**src/rtl/itmr_pkg.sv**
```systemverilog
package itmr_pkg;

    localparam int unsigned BUS_W = 32;

    // Word index taken from address bits [3:2]
    typedef enum logic [1:0] {
        REG_START = 2'd0,
        REG_COUNT = 2'd1,
        REG_CTRL  = 2'd2,
        REG_CLEAR = 2'd3
    } reg_sel_e;

    // Control word bit positions (software-visible layout)
    localparam int unsigned RUN_BIT  = 7;
    localparam int unsigned PER_BIT  = 6;
    localparam int unsigned FAST_BIT = 3;

    typedef struct packed {
        logic run;
        logic per;
        logic fast;
    } ctrl_t;

endpackage

```
**src/rtl/itmr_regs.sv**
```systemverilog
module itmr_regs
    import itmr_pkg::*;
#(
    parameter int unsigned CNT_W = 16
) (
    input  logic             clk,
    input  logic             rst_n,
    input  logic             bus_sel,
    input  logic             bus_wr,
    input  logic [3:0]       bus_addr,
    input  logic [BUS_W-1:0] bus_wdata,
    input  logic [CNT_W-1:0] cnt_val,
    output logic [BUS_W-1:0] bus_rdata,
    output logic [CNT_W-1:0] start_val,
    output ctrl_t            ctrl,
    output logic             ld_wr,
    output logic             clr_wr,
    output logic             arm
);

    typedef struct packed {
        logic [CNT_W-1:0] start;
        ctrl_t            ctrl;
    } regs_t;

    regs_t            regs_d, regs_q;
    reg_sel_e         sel;
    logic             hit;
    logic             wr_en;
    logic             ct_wr;
    logic [BUS_W-1:0] start_ext;
    logic [BUS_W-1:0] cnt_ext;
    logic [BUS_W-1:0] ctrl_rd;
    logic             unused_wdata;

    assign unused_wdata = ^bus_wdata;

    // Zero-extend counter-width values onto the bus
    generate
        if (CNT_W < BUS_W) begin : g_ext
            assign start_ext = {{(BUS_W-CNT_W){1'b0}}, regs_q.start};
            assign cnt_ext   = {{(BUS_W-CNT_W){1'b0}}, cnt_val};
        end else begin : g_full
            assign start_ext = regs_q.start;
            assign cnt_ext   = cnt_val;
        end
    endgenerate

    always_comb begin
        sel    = reg_sel_e'(bus_addr[3:2]);
        hit    = bus_sel && (bus_addr[1:0] == 2'b00);
        wr_en  = hit && bus_wr;
        ld_wr  = wr_en && (sel == REG_START);
        ct_wr  = wr_en && (sel == REG_CTRL);
        clr_wr = wr_en && (sel == REG_CLEAR);
        arm    = ct_wr && bus_wdata[RUN_BIT] && !regs_q.ctrl.run;

        regs_d = regs_q;
        if (ld_wr) begin
            regs_d.start = bus_wdata[CNT_W-1:0];
        end
        if (ct_wr) begin
            regs_d.ctrl.run  = bus_wdata[RUN_BIT];
            regs_d.ctrl.per  = bus_wdata[PER_BIT];
            regs_d.ctrl.fast = bus_wdata[FAST_BIT];
        end

        ctrl_rd           = '0;
        ctrl_rd[RUN_BIT]  = regs_q.ctrl.run;
        ctrl_rd[PER_BIT]  = regs_q.ctrl.per;
        ctrl_rd[FAST_BIT] = regs_q.ctrl.fast;

        bus_rdata = '0;
        if (hit && !bus_wr) begin
            case (sel)
                REG_START: bus_rdata = start_ext;
                REG_COUNT: bus_rdata = cnt_ext;
                REG_CTRL:  bus_rdata = ctrl_rd;
                default:   bus_rdata = '0;
            endcase
        end
    end

    always_ff @(posedge clk or negedge rst_n) begin
        if (!rst_n) begin
            regs_q <= '0;
        end else begin
            regs_q <= regs_d;
        end
    end

    assign start_val = regs_q.start;
    assign ctrl      = regs_q.ctrl;

endmodule

```
**src/rtl/itmr_counter.sv**
```systemverilog
module itmr_counter
    import itmr_pkg::*;
#(
    parameter int unsigned CNT_W = 16
) (
    input  logic             clk,
    input  logic             rst_n,
    input  ctrl_t            ctrl,
    input  logic [CNT_W-1:0] start_val,
    input  logic             ld_wr,
    input  logic [CNT_W-1:0] ld_data,
    input  logic             arm,
    input  logic             tick_fast,
    input  logic             tick_slow,
    output logic [CNT_W-1:0] cnt_val,
    output logic             underflow
);

    typedef struct packed {
        logic [CNT_W-1:0] cnt;
    } cnt_t;

    cnt_t cnt_d, cnt_q;
    logic tick;

    always_comb begin
        tick      = ctrl.fast ? tick_fast : tick_slow;
        cnt_d     = cnt_q;
        underflow = 1'b0;
        if (ld_wr && ctrl.run) begin
            cnt_d.cnt = ld_data;
        end else if (arm) begin
            cnt_d.cnt = start_val;
        end else if (ctrl.run && tick) begin
            if (cnt_q.cnt == '0) begin
                underflow = 1'b1;
                cnt_d.cnt = ctrl.per ? start_val : '1;
            end else begin
                cnt_d.cnt = cnt_q.cnt - 1'b1;
            end
        end
    end

    always_ff @(posedge clk or negedge rst_n) begin
        if (!rst_n) begin
            cnt_q <= '0;
        end else begin
            cnt_q <= cnt_d;
        end
    end

    assign cnt_val = cnt_q.cnt;

endmodule

```
**src/rtl/itmr_irq.sv**
```systemverilog
module itmr_irq (
    input  logic clk,
    input  logic rst_n,
    input  logic set_ev,
    input  logic clr_ev,
    output logic irq
);

    typedef struct packed {
        logic pend;
    } irq_t;

    irq_t irq_d, irq_q;

    // Set has priority over clear
    always_comb begin
        irq_d = irq_q;
        if (set_ev) begin
            irq_d.pend = 1'b1;
        end else if (clr_ev) begin
            irq_d.pend = 1'b0;
        end
    end

    always_ff @(posedge clk or negedge rst_n) begin
        if (!rst_n) begin
            irq_q <= '0;
        end else begin
            irq_q <= irq_d;
        end
    end

    assign irq = irq_q.pend;

endmodule

```
**src/rtl/interval_timer.sv**
```systemverilog
module interval_timer
    import itmr_pkg::*;
#(
    parameter int unsigned CNT_W = 16
) (
    input  logic        clk,
    input  logic        rst_n,
    input  logic        bus_sel,
    input  logic        bus_wr,
    input  logic [3:0]  bus_addr,
    input  logic [31:0] bus_wdata,
    output logic [31:0] bus_rdata,
    input  logic        tick_fast,
    input  logic        tick_slow,
    output logic        irq
);

    logic [CNT_W-1:0] cnt_val;
    logic [CNT_W-1:0] start_val;
    ctrl_t            ctrl;
    logic             ld_wr;
    logic             clr_wr;
    logic             arm;
    logic             underflow;

    itmr_regs #(.CNT_W(CNT_W)) u_regs (
        .clk       (clk),
        .rst_n     (rst_n),
        .bus_sel   (bus_sel),
        .bus_wr    (bus_wr),
        .bus_addr  (bus_addr),
        .bus_wdata (bus_wdata),
        .cnt_val   (cnt_val),
        .bus_rdata (bus_rdata),
        .start_val (start_val),
        .ctrl      (ctrl),
        .ld_wr     (ld_wr),
        .clr_wr    (clr_wr),
        .arm       (arm)
    );

    itmr_counter #(.CNT_W(CNT_W)) u_counter (
        .clk       (clk),
        .rst_n     (rst_n),
        .ctrl      (ctrl),
        .start_val (start_val),
        .ld_wr     (ld_wr),
        .ld_data   (bus_wdata[CNT_W-1:0]),
        .arm       (arm),
        .tick_fast (tick_fast),
        .tick_slow (tick_slow),
        .cnt_val   (cnt_val),
        .underflow (underflow)
    );

    itmr_irq u_irq (
        .clk    (clk),
        .rst_n  (rst_n),
        .set_ev (underflow),
        .clr_ev (clr_wr),
        .irq    (irq)
    );

endmodule

```
**config.mk**
```make
export PLATFORM = sky130hd
export DESIGN_NAME = interval_timer
export DESIGN_NICKNAME = d
export VERILOG_FILES = /design/src/rtl/itmr_pkg.sv /design/src/rtl/itmr_regs.sv /design/src/rtl/itmr_counter.sv /design/src/rtl/itmr_irq.sv /design/src/rtl/interval_timer.sv
export SDC_FILE = /design/constraint.sdc
export NUM_CORES = 1
export LEC_CHECK = 0
export BUFFER_PORTS_ARGS = -buffer_cell sky130_fd_sc_hd__buf_4
export CORE_MARGIN = 1.5
export CORE_UTILIZATION = 55
export DETAILED_ROUTE_END_ITERATION = 12
export GPL_TIMING_DRIVEN = 0
export PLACE_DENSITY = 0.85
export REMOVE_ABC_BUFFERS = 1
export SLEW_MARGIN = 10
export SYNTH_ARGS = -nofsm -noshare
export SYNTH_HDL_FRONTEND = slang
export SYNTH_SLANG_ARGS = --single-unit
```
**constraint.sdc**
```tcl
create_clock -name clk -period 3.4 [get_ports clk]
set_clock_uncertainty 0.1 [all_clocks]
set_input_delay 0.34 -clock clk [delete_from_list [all_inputs] [get_ports clk]]
set_output_delay 0.34 -clock clk [all_outputs]
set_load 0.03 [all_outputs]
```
==> metrics.txt <==
# TYPE chip_impl_metric gauge
chip_impl_metric{name="antenna_cells",unit=""} 0
chip_impl_metric{name="vdd_drop_max",unit="V"} 0.000390
chip_impl_metric{name="synth-warning-count",unit=""} 0
chip_impl_metric{name="post_cts_hold_buffer_count",unit=""} 1
chip_impl_info{name="worstHoldPathType",value="input port to flop"} 1
chip_impl_metric{name="leakagePower",unit="nW"} 1.35
chip_impl_metric{name="gp_congestion",unit=""} 0.894
chip_impl_metric{name="post_dr_vias_cell",unit=""} 5.90
chip_impl_metric{name="fp.dieH",unit="um"} 69.0
chip_impl_metric{name="power_switching_share",unit=""} 0.431
chip_impl_metric{name="grt_pass1_vias",unit=""} 2005
chip_impl_metric{name="cp.required",unit="ns"} 2.96
chip_impl_metric{name="timing.final.crit_period",unit="ns"} 2.51
chip_impl_metric{name="setup_violations",unit=""} 0
chip_impl_metric{name="fp.coreArea",unit="um2"} 4090
chip_impl_metric{name="clkSlewWorstSetupHoldPaths",unit="ns"} 0.07
chip_impl_info{name="crit_path_cell_trace",value="buf_4, or4b_2, or2_1, nor2_1, buf_4"} 1
chip_impl_info{name="grt_setup_unrepaired",value="no"} 1
chip_impl_metric{name="cellPowerDensity",unit="nW/um2"} 654
chip_impl_metric{name="intPower",unit="mW"} 1.02
chip_impl_metric{name="initial_cell_density_of_the_core",unit=""} 0.587
chip_impl_metric{name="pin_count_of_the_biggest_net_entering_global_routing",unit=""} 37
chip_impl_metric{name="use_met2",unit=""} 0.412
chip_impl_info{name="crit_path_top_delay_cell",value="sky130_fd_sc_hd__or4b_2"} 1
chip_impl_metric{name="clockBufferDepth",unit=""} 2
chip_impl_metric{name="die_area",unit="um2"} 4760
chip_impl_metric{name="globalRouteMet3Util",unit=""} 0.0468
chip_impl_metric{name="p_seq_frac",unit=""} 0.403
chip_impl_metric{name="worst-slew-pin-transition",unit="ns"} 0.795
chip_impl_metric{name="detail-route-antenna-nets",unit=""} 0
chip_impl_metric{name="synth_seq_area_share",unit=""} 0.376
chip_impl_info{name="tritoncts",value="yes"} 1
chip_impl_metric{name="grt_first_pass_wirelength",unit="um"} 9660
chip_impl_metric{name="timing.max_slew.rel_slack",unit=""} 0.467
chip_impl_metric{name="combinationalPowerShare",unit=""} 0.443
chip_impl_metric{name="netlist_instances",unit=""} 281
chip_impl_metric{name="async_s_r_ff_share_synth",unit=""} 1.00
chip_impl_metric{name="synth_enable_flop_cells",unit=""} 0
chip_impl_metric{name="post-synth-top-area-fraction",unit=""} 0.376
chip_impl_metric{name="vias",unit=""} 2147
chip_impl_info{name="commonest_non_fill_non_tap_cells_in_the_layout",value="sky130_fd_sc_hd__nand2_1 (71), sky130_fd_sc_hd__buf_4 (42), sky130_fd_sc_hd__dfrtp_1 (36), sky130_fd_sc_hd__nor2_1 (27)"} 1
chip_impl_info{name="netlist_top_cells_area",value="sky130_fd_sc_hd__dfrtp_1 (38%), sky130_fd_sc_hd__nand2_1 (11%), sky130_fd_sc_hd__mux2i_1 (6.7%)"} 1
chip_impl_metric{name="cts.repair.resized",unit=""} 0
chip_impl_info{name="cp-end-kind",value="output pin"} 1
chip_impl_metric{name="drt_first_pass_iters",unit=""} 5
chip_impl_metric{name="syn_area_per_cell",unit="um2"} 8.53
chip_impl_metric{name="cts-htree-levels",unit=""} 2
chip_impl_metric{name="cpPeakStageDelay",unit="ns"} 0.72
chip_impl_metric{name="post-route-drc-count",unit=""} 0
chip_impl_metric{name="timing.final.max_slew_violations",unit=""} 0
chip_impl_metric{name="clk-insertion-delay-late",unit="ns"} 0.29
chip_impl_metric{name="number_of_antenna_violations_at_the_first_check_in_global_routing",unit=""} 0
chip_impl_metric{name="cp_num_buf_inv",unit=""} 2
chip_impl_metric{name="timing.hold.ws",unit="ns"} 0.147
chip_impl_metric{name="timing.final.ws_setup",unit="ns"} 0.894
chip_impl_metric{name="grt_use_total",unit=""} 0.251
chip_impl_metric{name="met1_layer_usage_reported_by_global_route",unit=""} 0.335
chip_impl_metric{name="final_util",unit=""} 0.671
chip_impl_metric{name="drt_iter0_drc",unit=""} 218
chip_impl_metric{name="routed_wirelength",unit="um"} 5880
chip_impl_metric{name="mappedNetlistArea",unit="um2"} 2400
chip_impl_info{name="postSynth.topFlopCell",value="sky130_fd_sc_hd__dfrtp_1"} 1
chip_impl_info{name="critPathLaunchType",value="input port"} 1
chip_impl_metric{name="fp.dieW",unit="um"} 69.0
chip_impl_info{name="criticalPathCategory",value="input port to output pin"} 1
chip_impl_metric{name="timing.final.crit_share",unit=""} 0.737
chip_impl_metric{name="n_fill_cell",unit=""} 373
chip_impl_metric{name="detail_route.wl_per_cell",unit="um"} 16.1
chip_impl_metric{name="hold_viol",unit=""} 0
chip_impl_metric{name="io_pins",unit=""} 75
chip_impl_metric{name="pre_cts_ws",unit="ns"} 0.479
chip_impl_metric{name="place.detailed.hpwl",unit="um"} 3890
chip_impl_metric{name="placement.io_buffers",unit=""} 42
chip_impl_metric{name="area.growth.synth_to_final",unit="%"} 14.4
chip_impl_info{name="synth_area_leader_cell",value="sky130_fd_sc_hd__dfrtp_1"} 1
chip_impl_metric{name="crit_arrival",unit="ns"} 2.07
chip_impl_metric{name="finish.instance_area",unit="um2"} 2740
chip_impl_info{name="cts_root_buffer",value="sky130_fd_sc_hd__clkbuf_8"} 1
chip_impl_info{name="status",value="complete, no violations"} 1
chip_impl_metric{name="postSynthRegisterBits",unit=""} 36
chip_impl_info{name="worst_path_most_repeated_cell",value="sky130_fd_sc_hd__buf_4"} 1
chip_impl_metric{name="switchingPower",unit="mW"} 0.772
chip_impl_metric{name="globalRouteOverflowTotal",unit=""} 0
chip_impl_metric{name="nets",unit=""} 360
chip_impl_metric{name="tns",unit="ns"} 0
chip_impl_metric{name="clock_sinks",unit=""} 36
chip_impl_metric{name="cell_area_reported_after_detailed_placement",unit="um2"} 2660
chip_impl_metric{name="setup_repair_bufs_after_cts",unit=""} 0
chip_impl_info{name="final_common_cell",value="sky130_fd_sc_hd__nand2_1"} 1
chip_impl_metric{name="critical_path.max_fanout",unit=""} 13
chip_impl_metric{name="drive_above_1_share",unit=""} 0.194
chip_impl_metric{name="clkPwrFrac",unit=""} 0.155
chip_impl_metric{name="numCtsBuffers",unit=""} 5
chip_impl_metric{name="ys_types",unit=""} 49
chip_impl_metric{name="placement_rows",unit=""} 23
chip_impl_info{name="worst_path_dominant_cell_family",value="simple AND/OR/NAND/NOR gates"} 1
chip_impl_info{name="gr_peak_layer",value="met2"} 1
chip_impl_metric{name="maxCapViolCount",unit=""} 0
chip_impl_metric{name="peak_freq",unit="GHz"} 0.399
[Yosys cell counts (5+ instances only)]
library cell               instances
sky130_fd_sc_hd__buf_4            16
sky130_fd_sc_hd__buf_2             6
sky130_fd_sc_hd__xnor2_1           5
sky130_fd_sc_hd__inv_1             5
sky130_fd_sc_hd__o221ai_1         13
sky130_fd_sc_hd__nand2_1          71
sky130_fd_sc_hd__mux2i_1          16
sky130_fd_sc_hd__a22oi_1          14
sky130_fd_sc_hd__nor2_1           27
sky130_fd_sc_hd__clkbuf_1          6
sky130_fd_sc_hd__dfrtp_1          36
[final timing paths]
path	from	to	slack, ns	cells after the start
max	bus_addr[1]	bus_rdata[4]	0.89	5
min	bus_wdata[5]	u_regs.start_val[5]$_DFFE_PN0N_	0.15	3
max reg2reg	u_counter.cnt_val[0]$_DFFE_PN0P_	u_counter.cnt_val[12]$_DFFE_PN0P_	1.04	7
min reg2reg	u_regs.start_val[8]$_DFFE_PN0N_	u_regs.start_val[8]$_DFFE_PN0N_	0.41	2
max in group asynchronous	rst_n	u_regs.start_val[3]$_DFFE_PN0N_	2.42	2
min in group asynchronous	rst_n	u_regs.start_val[2]$_DFFE_PN0N_	0.45	2
[cell type report]
cell class	count	area [um2]	share of cell area
timing repair buffer	44	337	0.123
sequential	36	901	0.329
inverter	5	18.8	0.00685
clock buffer	5	68.8	0.0251
tap	50	62.6	0.0228
multi-input combinational	224	1350	0.494
[tightest hold or removal path, cell delays in order]
cell                      delay, ns
sky130_fd_sc_hd__buf_4         0.08
sky130_fd_sc_hd__nand2_1       0.04
sky130_fd_sc_hd__nand2_1       0.05
[cells by family (layout without fill, tap and decap cells)]
family                     after synthesis  in the layout  synth area share
DFF                                     36             36             0.376
and+or+nand+nor                        130            130             0.252
muxes                                   19             19            0.0809
other                                    1             16           0.00156
buffers and inverters                   36             54            0.0877
xor gates and xnor gates                 9              9            0.0329
adders and majority gates                2              2            0.0104
AOI/OAI and AO/OA                       48             48             0.159
[per-layer routing]
metal | part of all wire | routed length (um)
met1 | 0.43 | 2550
met2 | 0.50 | 2910
met3 | 0.060 | 353
met4 | 0.011 | 65
met5 | 0 | 0
[per-stage QoR]
stage | total power [mW] | std cells
final | 1.79 | 364
after global routing | 1.93 | 364
after detailed placement | 1.51 | 358
after CTS | 1.79 | 364
after global placement | 1.48 | 357
after floorplan | 1.29 | 265
[power groups by stage]
stage,Combinational (mW),Clock [mW],Sequential (mW)
floorplan,0.604,0,0.688
global placement,0.758,0,0.720
detailed placement,0.779,0,0.726
CTS,0.795,0.280,0.718
global route,0.888,0.301,0.742
finish,0.794,0.277,0.722
[sequential cells by signal, indices dropped and copies added (netlist names)]
name	count
u_irq.irq	1
u_counter.cnt_val	16
u_regs.start_val	16
u_regs.ctrl	3
(Power assumes the default switching activity.)
